**config.mk**
```make
export PLATFORM = sky130hd
export DESIGN_NAME = seg_rights_unit
export DESIGN_NICKNAME = d
export VERILOG_FILES = /design/src/rtl/seg_chk_pkg.sv /design/src/rtl/seg_rights_unit.sv
export SDC_FILE = /design/constraint.sdc
export NUM_CORES = 1
export LEC_CHECK = 0
export ABC_CLOCK_PERIOD_IN_PS = 3900
export CAP_MARGIN = 15
export CORE_AREA = 10 10 47 49
export DETAILED_ROUTE_END_ITERATION = 16
export DIE_AREA = 0 0 57 59
export PLACE_DENSITY = 0.49
export SYNTH_ARGS = -nofsm -noshare
export SYNTH_HDL_FRONTEND = slang
export SYNTH_SLANG_ARGS = --single-unit
```
**constraint.sdc**
```tcl
create_clock -name vclk -period 3.9
set_input_delay 0.78 -clock vclk [all_inputs]
set_output_delay 0.78 -clock vclk [all_outputs]
set_load 0.05 [all_outputs]
```
**src/rtl/seg_chk_pkg.sv**
```systemverilog
package seg_chk_pkg;

  localparam int SEG_AW = 32;
  localparam int SEG_LW = 20;
  localparam int SEG_PG = 12;
  localparam int SMALL_TOP = 16;

  typedef enum logic [1:0] {
    ACC_READ  = 2'd0,
    ACC_WRITE = 2'd1,
    ACC_EXEC  = 2'd2,
    ACC_BAD   = 2'd3
  } acc_kind_e;

  typedef enum logic [1:0] {
    FLT_NONE  = 2'd0,
    FLT_LIMIT = 2'd1,
    FLT_TYPE  = 2'd2,
    FLT_PRIV  = 2'd3
  } fault_e;

  typedef struct packed {
    logic       present;
    logic [1:0] dpl;
    logic       mem_kind;
    logic       code;
    logic       dc;
    logic       rw;
  } seg_attr_t;

  function automatic seg_attr_t split_access(input logic [7:0] a);
    seg_attr_t s;
    s.present  = a[7];
    s.dpl      = a[6:5];
    s.mem_kind = a[4];
    s.code     = a[3];
    s.dc       = a[2];
    s.rw       = a[1];
    return s;
  endfunction

  // Limit expressed in bytes, whatever the granularity.
  function automatic logic [SEG_AW-1:0] scale_limit(input logic [SEG_LW-1:0] lim,
                                                    input logic page_gran);
    if (page_gran) return SEG_AW'({lim, {SEG_PG{1'b1}}});
    return SEG_AW'(lim);
  endfunction

  // Address of the final byte, one extra bit to keep the carry.
  function automatic logic [SEG_AW:0] final_byte(input logic [SEG_AW-1:0] off,
                                                 input logic [7:0] len_m1);
    return {1'b0, off} + {{(SEG_AW - 7){1'b0}}, len_m1};
  endfunction

  function automatic logic [SEG_AW-1:0] down_ceiling(input logic big);
    if (big) return {SEG_AW{1'b1}};
    return {{(SEG_AW - SMALL_TOP){1'b0}}, {SMALL_TOP{1'b1}}};
  endfunction

  function automatic logic [1:0] weaker_priv(input logic [1:0] a, input logic [1:0] b);
    return (a > b) ? a : b;
  endfunction

endpackage

```
**src/rtl/seg_rights_unit.sv**
```systemverilog
module seg_rights_unit
  import seg_chk_pkg::*;
(
  input  logic      clk,
  input  logic      rst_n,
  input  logic      chk_en,
  input  seg_attr_t attr,
  input  acc_kind_e kind,
  input  logic [1:0] cpl,
  input  logic [1:0] rpl,
  output logic      type_bad,
  output logic      priv_bad
);

  logic [1:0] eff_pl;
  logic       code_type_bad;
  logic       data_type_bad;
  logic       fetch_priv_bad;
  logic       read_priv_bad;

  assign eff_pl = weaker_priv(cpl, rpl);

  always_comb begin
    code_type_bad = 1'b0;
    case (kind)
      ACC_WRITE: code_type_bad = 1'b1;
      ACC_READ:  code_type_bad = !attr.rw;
      ACC_EXEC:  code_type_bad = 1'b0;
      default:   code_type_bad = 1'b1;
    endcase
  end

  always_comb begin
    data_type_bad = 1'b0;
    case (kind)
      ACC_WRITE: data_type_bad = !attr.rw;
      ACC_READ:  data_type_bad = 1'b0;
      default:   data_type_bad = 1'b1;
    endcase
  end

  assign type_bad = !attr.present || !attr.mem_kind ||
                    (attr.code ? code_type_bad : data_type_bad);

  assign fetch_priv_bad = attr.dc ? (cpl < attr.dpl)
                                  : ((cpl != attr.dpl) || (rpl > cpl));
  assign read_priv_bad  = (attr.code && attr.dc) ? 1'b0 : (eff_pl > attr.dpl);
  assign priv_bad       = (attr.code && kind == ACC_EXEC) ? fetch_priv_bad : read_priv_bad;

  // writing code always faults by type
  a_r6_code_no_write: assert property (@(posedge clk) disable iff (!rst_n)
    (chk_en && attr.code && kind == ACC_WRITE) |-> type_bad);

  // fetching from data always faults by type; reading data never does
  a_r7_data_no_fetch: assert property (@(posedge clk) disable iff (!rst_n)
    (chk_en && !attr.code && kind == ACC_EXEC) |-> type_bad);
  a_r7_data_read: assert property (@(posedge clk) disable iff (!rst_n)
    (chk_en && attr.present && attr.mem_kind && !attr.code && kind == ACC_READ) |-> !type_bad);

  // absent descriptors fault by type
  a_r8_absent: assert property (@(posedge clk) disable iff (!rst_n)
    (chk_en && !attr.present) |-> type_bad);

  // conforming fetch from an equal or weaker ring is accepted
  a_r10_conf_ok: assert property (@(posedge clk) disable iff (!rst_n)
    (chk_en && attr.code && attr.dc && kind == ACC_EXEC && cpl >= attr.dpl) |-> !priv_bad);

  // non-conforming fetch from another ring is refused
  a_r9_nonconf_ring: assert property (@(posedge clk) disable iff (!rst_n)
    (chk_en && attr.code && !attr.dc && kind == ACC_EXEC && cpl != attr.dpl) |-> priv_bad);

endmodule

```
* Word-level counts from Yosys, hierarchy flattened
Cells that the tools add are included.
Word-level totals: bits in registers 0, latch bits 0, bits in writable memories 0, memory bits (read-only) 0, input bits 16, output and inout bits 2, word-level logic and storage cells 23, memories kept 0
Cells by class: $add $sub $neg 0, multiply operators 0, div/mod/pow operators 0, $lt $le $gt $ge 4, equal/unequal tests 3, shift-type cells 0, mux-type cells 7, bitwise logic cells 0, reductions and logical operators 9
Operator list (count):
- greater-than comparator 2 bit | 3
- 2-to-1 mux 1 bit | 4
- one-hot mux 1 bit (2 select lines) | 2
- logical NOT 1 bit | 3
- logical OR 1 bit | 3
- equality test 2 x 1 -> 1 bit (second input constant) | 1
- equality test 2 bit (second input constant) | 1
- logical AND 1 bit | 2
- logical NOT 2 bit | 1
- less-than comparator 2 bit | 1
- 2-to-1 mux 2 bit | 1
- != test 2 bit | 1

* Depth between registers and ports, before layout
Gate-level depths: netlist of the first run.
word-level depth 5, gate-level depth with buffers 10

* Worst setup path before layout of the first run
Ideal clock, no wire load.
path kind input-to-output, start input cpl[1], end output priv_bad, data arrival time 2.253 ns, setup slack 0.867 ns, cell stages on the path 10, buffers on the path 0, path through inv_1 > ha_1 > o21bai_2 > nor2_1 > a21oi_1 > ha_1 > inv_1 > a21oi_1 > a21oi_1 > a211o_1
On the way: word-level cells in the longest chain between the ends 5
Ends and longest elaborated chain:
- start: declaration | RTL line seg_rights_unit.sv:9 | input logic [1:0] cpl,
- greater-than comparator 2 bit | RTL line seg_chk_pkg.sv:61 | return (a > b) ? a : b;
- 2-to-1 mux 2 bit | RTL line seg_chk_pkg.sv:61
- greater-than comparator 2 bit | RTL line seg_rights_unit.sv:47 | assign read_priv_bad = (attr.code && attr.dc) ? 1'b0 : (eff_pl > attr.dpl);
- 2-to-1 mux 1 bit | RTL line seg_rights_unit.sv:47
- 2-to-1 mux 1 bit (*) | RTL line seg_rights_unit.sv:48 | assign priv_bad = (attr.code && kind == ACC_EXEC) ? fetch_priv_bad : read_priv_bad;
- end: declaration | RTL line seg_rights_unit.sv:12 | output logic priv_bad
Mark *: on every way between the ends. The rest lies on a longest branch, timed or not.

* Worst setup path in the final report of the first run
Ends and elaborated chain as after synthesis.

==> metrics.md, run 1 <==
| Metric | Value |
|---|---|
| Hold Buf Count CTS | 0 |
| Maxcap violations | 0 |
| Synth Area per Inst | about 6.7 µm² |
| PD cells | ~120 mW/mm² |
| Rel. slew slack | 66.7% |
| Layout area overhead | 74.0% |
| GP Congestion | slightly above 0.6 |
| CP Capture Type | output port |
| Starting Density | 16.2% |
| Iter 0 DRT Violations | 4 |
| Rows | 14 |
| F_max | approximately 280 MHz |
| Seq cells | 0 |
| Layout clock buffers | 0 |
| CTS resizes | 0 |
| Core Box Area | 0.00140 mm² |
| Grt total ovfl | 0 |
| Dpl hpwl | between 500 and 600 µm |
| RSZ-0062 raised after global routing | no |
| Number of global-route vias before repair | ~240 |
| Pin count of the biggest net entering global routing | 5 |
| Drt first pass iters | 4 |
| Global-route wire length before repair | 986 µm |
| Final hold slack | about 2.4 ns |
| Yosys cell types | 13 |
| Antenna fix cells | 0 |
| Die H | between 50 and 60 µm |
| Minimum clock period | around 3.6 ns |
| CP startpoint | cpl[1] |
| IO Port Bufs | 15 |
| Postcts setup bufs | 0 |
| ANT nets after route | 0 |
| Total Routed Length | just under 600 µm |
| GRT Util Overall | ~3.2% |
| Peak VDD IR | between 0.03 and 0.04 mV |
| Fraction of layout instances using a drive strength above 1 | under 10% |
| Critical Path RT | around 3.1 ns |
| Cell-by-cell trace of the critical path | clkdlybuf4s50_1, inv_1, ha_1, o21bai_2, nor2_1, a21oi_1, ha_1, inv_1, a21oi_1, a21oi_1, a211o_1, buf_4 |
| Die width | approximately 57 µm |
| Worst-Margin Slew | 0.498 ns |
| Full die area | ~0.0034 mm² |
| Arr. time, crit path | about 2.8 ns |
| Kind of critical path | in -> out |
| Static Leak | ~0.19 nW |
| WP depth | 12 |
| Hold Path Depth | 4 |
| Fin nets | 74 |
| Setup TNS | 0 ns |
| Vias | ~260 |
| Vias/cell | just over 4 |
| CP startpoint kind | input port |
| Hold path endpoint | priv_bad |
| Cells after synthesis | 34 |
| Yosys Warn Count | 0 |
| Net count after synthesis | 57 |
| Number of placed I/O pins | 18 |
| CP max-delay cell | clkdlybuf4s50_1 |
| Share of the yosys chip area belonging to registers | 0% |
| Crit path buffers/inverters | 4 |
| Final hold violations | 0 |
| Initial antenna violation count | 0 |
| CP Max Fanout | 3 |
| Number of setup violations in the final report | 0 |
| Hold Crit Class | in -> out |
| DR WL/cell | 9.15 µm |
| Post-synthesis cell area | between 200 and 250 µm² |
| CP peak stage delay | between 0.4 and 0.5 ns |
| Final Max Slew Viols | 0 |
| Status | finished, final reports clean |
| Fin crit share | 92.7% |
| Hold_sp | attr[2] |
| Most Frequent Cell on Critical Path | a21oi_1 |
| FF/Latch Area | 0 µm² |
| Cell family with most CP delay | compound AO/OA/AOI/OAI gates |
| Residual DRC | 0 |
==> cell type report <==
cell class                      count  area, µm²
Fill cell                         163       1010
Multi-Input combinational cell     25        193
Timing Repair Buffer               15        148
Inverter                            9       33.8
Tap cell                           16       20.0
==> worst max path at each step <==
stage,endpoint
final,priv_bad
after global routing,priv_bad
after floorplan,priv_bad
after detailed placement,priv_bad
after global placement,priv_bad
after CTS,priv_bad
==> power by group <==
group / internal (mW) / switching, mW / leakage, nW / total [mW]
registers: 0 / 0 / 0 / 0
clock network: 0 / 0 / 0 / 0
logic: 0.0244 / 0.0226 / 0.191 / 0.0470
==> layout by cell type, fill, tap and decap left out <==
master,netlist,final
buf_4,0,1
nor2b_1,2,2
clkdlybuf4s50_1,0,14
a211oi_1,1,1
ha_1,7,7
inv_1,9,9
nor2_1,2,2
nand2_1,2,2
o21ai_0,2,2
o21ai_1,1,1
a21oi_1,4,4
nand4_1,1,1
o21bai_2,1,1
a311oi_1,1,1
a211o_1,1,1
==> per-layer routing <==
layer | up-vias | share of wire [%] | GRT usage, %
met2 | 14 | 36 | 4.65
met1 | 102 | 49 | 4.65
li1 | 147 | - | -
met4 | 0 | 0 | 0
met5 | - | 0 | 0
met3 | 0 | 14 | 1.29
==> cell families (layout without fill, tap and decap cells) <==
group                      count (synthesis)  after routing  share of synthesized area [%]
AOI/OAI and AO/OA                         11             11                           31.5
adders and majority gates                  7              7                           38.7
buffers and inverters                      9             24                           14.9
and+or+nand+nor                            7              7                           14.9
==> synth_stat cells <==
cell type  number  area, µm²
a211o_1         1       8.76
a211oi_1        1       7.51
a21oi_1         4       20.0
a311oi_1        1       8.76
ha_1            7       87.6
inv_1           9       33.8
nand2_1         2       7.51
nand4_1         1       6.26
nor2_1          2       7.51
nor2b_1         2       12.5
o21ai_0         2       10.0
o21ai_1         1       5.00
o21bai_2        1       11.3
==> metrics by stage <==
stage / setup slack [ns] / utilization [%] / cell area (µm²) / std cells / power, mW
after detailed placement: 0.259 / 28.1 / 394 / 65 / 0.0476
after global routing: 0.0813 / 28.1 / 394 / 65 / 0.0529
final: 0.285 / 28.1 / 394 / 65 / 0.0470
after CTS: 0.259 / 28.1 / 394 / 65 / 0.0480
after floorplan: 0.867 / - / 226 / 34 / 0.0259
after global placement: 0.251 / 28.1 / 394 / 65 / 0.0477
Power figures use the tool's default switching activity.
==> run 2, diff against run 1 <==
--- a/config.mk
+++ b/config.mk
@@ -5,11 +5,12 @@
 export SDC_FILE = /design/constraint.sdc
 export NUM_CORES = 1
 export LEC_CHECK = 0
-export ABC_CLOCK_PERIOD_IN_PS = 3900
+export ABC_CLOCK_PERIOD_IN_PS = 4100
 export CAP_MARGIN = 15
 export CORE_AREA = 10 10 47 49
 export DETAILED_ROUTE_END_ITERATION = 16
 export DIE_AREA = 0 0 57 59
+export GPL_TIMING_DRIVEN = 0
 export PLACE_DENSITY = 0.49
 export SYNTH_ARGS = -nofsm -noshare
 export SYNTH_HDL_FRONTEND = slang
==> constraint.sdc (replaced) <==
create_clock -name vclk -period 4.1
set_input_delay 0.82 -clock vclk [all_inputs]
set_output_delay 0.82 -clock vclk [all_outputs]
set_load 0.05 [all_outputs]
==> run 2 against run 1 <==
Clock-buffer cell count stayed put. Design area decreased by 0.63%. Critical path depth unchanged. Sequential cell count stayed put. Cell count stayed put. Largest cell class unchanged.
==> metrics.md, run 2 (synthesized netlist as in run 1, its figures left out) <==
| Metric | Value |
|---|---|
| Status | finished, final reports clean (unchanged) |
| Minimum clock period | 3.77 ns |
| Final Util | 27.9% (was 28.1%) |
| Dpl hpwl | 590 µm (was 557 µm) |
| Vias | 268 (was 263) |
| Hold Crit Class | in -> out (unchanged) |
| Maxcap violations | 0 (unchanged) |
| Multi-input logic area | 193 µm² (unchanged) |
| Starting Density | 16.2% (unchanged) |
| Number of setup violations in the final report | 0 (unchanged) |
| Most Frequent Cell on Critical Path | a21oi_1 (unchanged) |
| Peak VDD IR | 0.0289 mV (was 0.0326 mV) |
| Layout clock buffers | 0 (unchanged) |
| Finished Layout Cells | 65 (unchanged) |
| FF/Latch Area | 0 µm² (unchanged) |
| DR WL/cell | 9.68 µm (was 9.15 µm) |
| F_max | around 270 MHz |
| Post-layout instance area | 392 µm² (was 394 µm²) |
| Global-route wire length before repair | 1070 µm (was 986 µm) |
| ANT nets after route | 0 (unchanged) |
| Combinational power share | 100.0% (about the same) |
| # placed instances | 65 (unchanged) |
| Fin crit share | around nine tenths |
| Final hold violations | 0 (unchanged) |
| Fraction of layout instances using a drive strength above 1 | 4.08% (unchanged) |
| Initial antenna violation count | 0 (unchanged) |
| GP Congestion | 0.608 (was 0.609) |
| CP peak stage delay | 0.48 ns (about the same) |
| Rel. slew slack | 66.5% (was 66.7%) |
| Grt total ovfl | 0 (unchanged) |
| P_sw | 0.0216 mW (was 0.0226 mW) |
| Arr. time, crit path | 2.95 ns (was 2.83 ns) |
| Switching Share | 49.3% (was 48.0%) |
| Static Leak | 0.190 nW (was 0.191 nW) |
| Die H | 59 µm (unchanged) |
| Placed Area | 397 µm² (was 394 µm²) |
| Filler cells | 176 (was 163) |
| Kind of critical path | in -> out (unchanged) |
| Clock Power Share | 0% (about the same) |
| RSZ-0062 raised after global routing | no (unchanged) |
| PD cells | 112 mW/mm² (was 119 mW/mm²) |
| Layout area overhead | 72.9% (was 74.0%) |
| Cell-by-cell trace of the critical path | clkdlybuf4s50_1, inv_1, ha_1, o21bai_2, nor2_1, a21oi_1, ha_1, inv_1, a21oi_1, a21oi_1, a211o_1, clkbuf_2 (was clkdlybuf4s50_1, inv_1, ha_1, o21bai_2, nor2_1, a21oi_1, ha_1, inv_1, a21oi_1, a21oi_1, a211o_1, buf_4) |
| Iter 0 DRT Violations | 4 (unchanged) |
| Register share of total power | 0% (about the same) |
| CP Capture Type | output port (unchanged) |
| Total Routed Length | 629 µm (was 595 µm) |
| Die width | 57 µm (unchanged) |
| IO Port Bufs | 15 (unchanged) |
| Pin count of the biggest net entering global routing | 5 (unchanged) |
| Worst-Margin Slew | 0.500 ns (was 0.498 ns) |
| Critical Path RT | 3.28 ns (was 3.12 ns) |
| GRT Util Overall | 3.59% (was 3.25%) |
| Commonest non-fill, non-tap cell in the layout | clkdlybuf4s50_1 (unchanged) |
| Number of global-route vias before repair | 250 (was 238) |
| Drt first pass iters | 4 (unchanged) |
| CP max-delay cell | clkdlybuf4s50_1 (unchanged) |
| Vias/cell | 4.12 (was 4.05) |
| Internal power contribution | 0.0222 mW (was 0.0244 mW) |
| Final Power | 0.0438 mW (was 0.0470 mW) |
| CP Max Fanout | 3 (unchanged) |
| Final Max Slew Viols | 0 (unchanged) |
| Full die area | 0.00336 mm² (unchanged) |
| Most frequent cells in the layout | clkdlybuf4s50_1, inv_1, ha_1 (unchanged) |
| Seq cells | 0 (unchanged) |
| Residual DRC | 0 (unchanged) |
| Fin nets | 74 (unchanged) |
| Final WS setup | 0.328 ns (was 0.285 ns) |
| Place WS | -0.163 ns (was 0.259 ns) |
| Core Box Area | 0.00140 mm² (unchanged) |
| Rows | 14 (unchanged) |
| Hold Buf Count CTS | 0 (unchanged) |
| Antenna fix cells | 0 (unchanged) |
| Number of placed I/O pins | 18 (unchanged) |
| CP startpoint kind | input port (unchanged) |
run 2: metrics by stage:
stage	TNS [ns]	hold WS, ns
final	0	2.59
after global routing	0	2.65
after CTS	0	2.83
after detailed placement	-0.163	2.87
after global placement	-0.143	2.87
after floorplan	0	2.00
run 2: area by class of cell:
| class | instances | area share [%] |
|---|---|---|
| Inverter | 9 | 8.63 |
| Tap cell | 16 | 5.11 |
| Multi-Input combinational cell | 25 | 49.2 |
| Timing Repair Buffer | 15 | 37.1 |
run 2: power groups by stage:
stage	logic (mW)	clock network (mW)	registers (mW)
2_1_floorplan	0.0246	0	0
3_3_place_gp	0.0459	0	0
3_5_place_dp	0.0461	0	0
4_1_cts	0.0452	0	0
5_1_grt	0.0498	0	0
6_report	0.0438	0	0
run 2: routing by layer:
metal | vias up | GRT usage, % | part of all wire [%] | wire (µm)
met5 | - | 0 | 0 | 0
met4 | 0 | 0 | 0 | 0
met3 | 0 | 1.07 | 10 | 64
met2 | 12 | 5.74 | 40 | 253
met1 | 110 | 4.89 | 49 | 311
li1 | 146 | - | - | -
run 2: critical path: cells and delay by family:
family,cells,cell delay (ns)
buffers and inverters,4,0.80
AO/OA/AOI/OAI,5,0.78
AND/OR/NAND/NOR,1,0.06
adder cells (fa/ha/maj),2,0.48
run 2: path summary, 6_finish.rpt:
path                     from  depth (start not counted)       end
worst min-delay path  attr[2]                          4  priv_bad
worst max-delay path   cpl[1]                         12  priv_bad
run 2: timing repair:
action | CTS | global route
resized for setup | 1 | 2
setup endpoints to repair | 1 | 1
setup buffers | 0 | 0
==> run 3, diff against run 2 <==
--- a/config.mk
+++ b/config.mk
@@ -5,11 +5,12 @@
 export SDC_FILE = /design/constraint.sdc
 export NUM_CORES = 1
 export LEC_CHECK = 0
-export ABC_CLOCK_PERIOD_IN_PS = 4100
+export ABC_CLOCK_PERIOD_IN_PS = 4000
 export CAP_MARGIN = 15
 export CORE_AREA = 10 10 47 49
 export DETAILED_ROUTE_END_ITERATION = 16
 export DIE_AREA = 0 0 57 59
+export GPL_ROUTABILITY_DRIVEN = 0
 export GPL_TIMING_DRIVEN = 0
 export PLACE_DENSITY = 0.49
 export SYNTH_ARGS = -nofsm -noshare
==> constraint.sdc (replaced) <==
create_clock -name vclk -period 4
set_input_delay 0.8 -clock vclk [all_inputs]
set_output_delay 0.8 -clock vclk [all_outputs]
set_load 0.05 [all_outputs]
==> results of run 3 <==
Same layout as run 2 (identical final DEF). Status: finished, final reports clean.
Among the figures that moved: setup slack after placement -0.163 ns -> -0.223 ns; setup slack after layout 0.328 ns -> 0.268 ns; hold slack 2.59 ns -> 2.55 ns; total power 0.0438 mW -> 0.0449 mW; worst IR drop on VDD 0.0289 mV -> 0.0296 mV
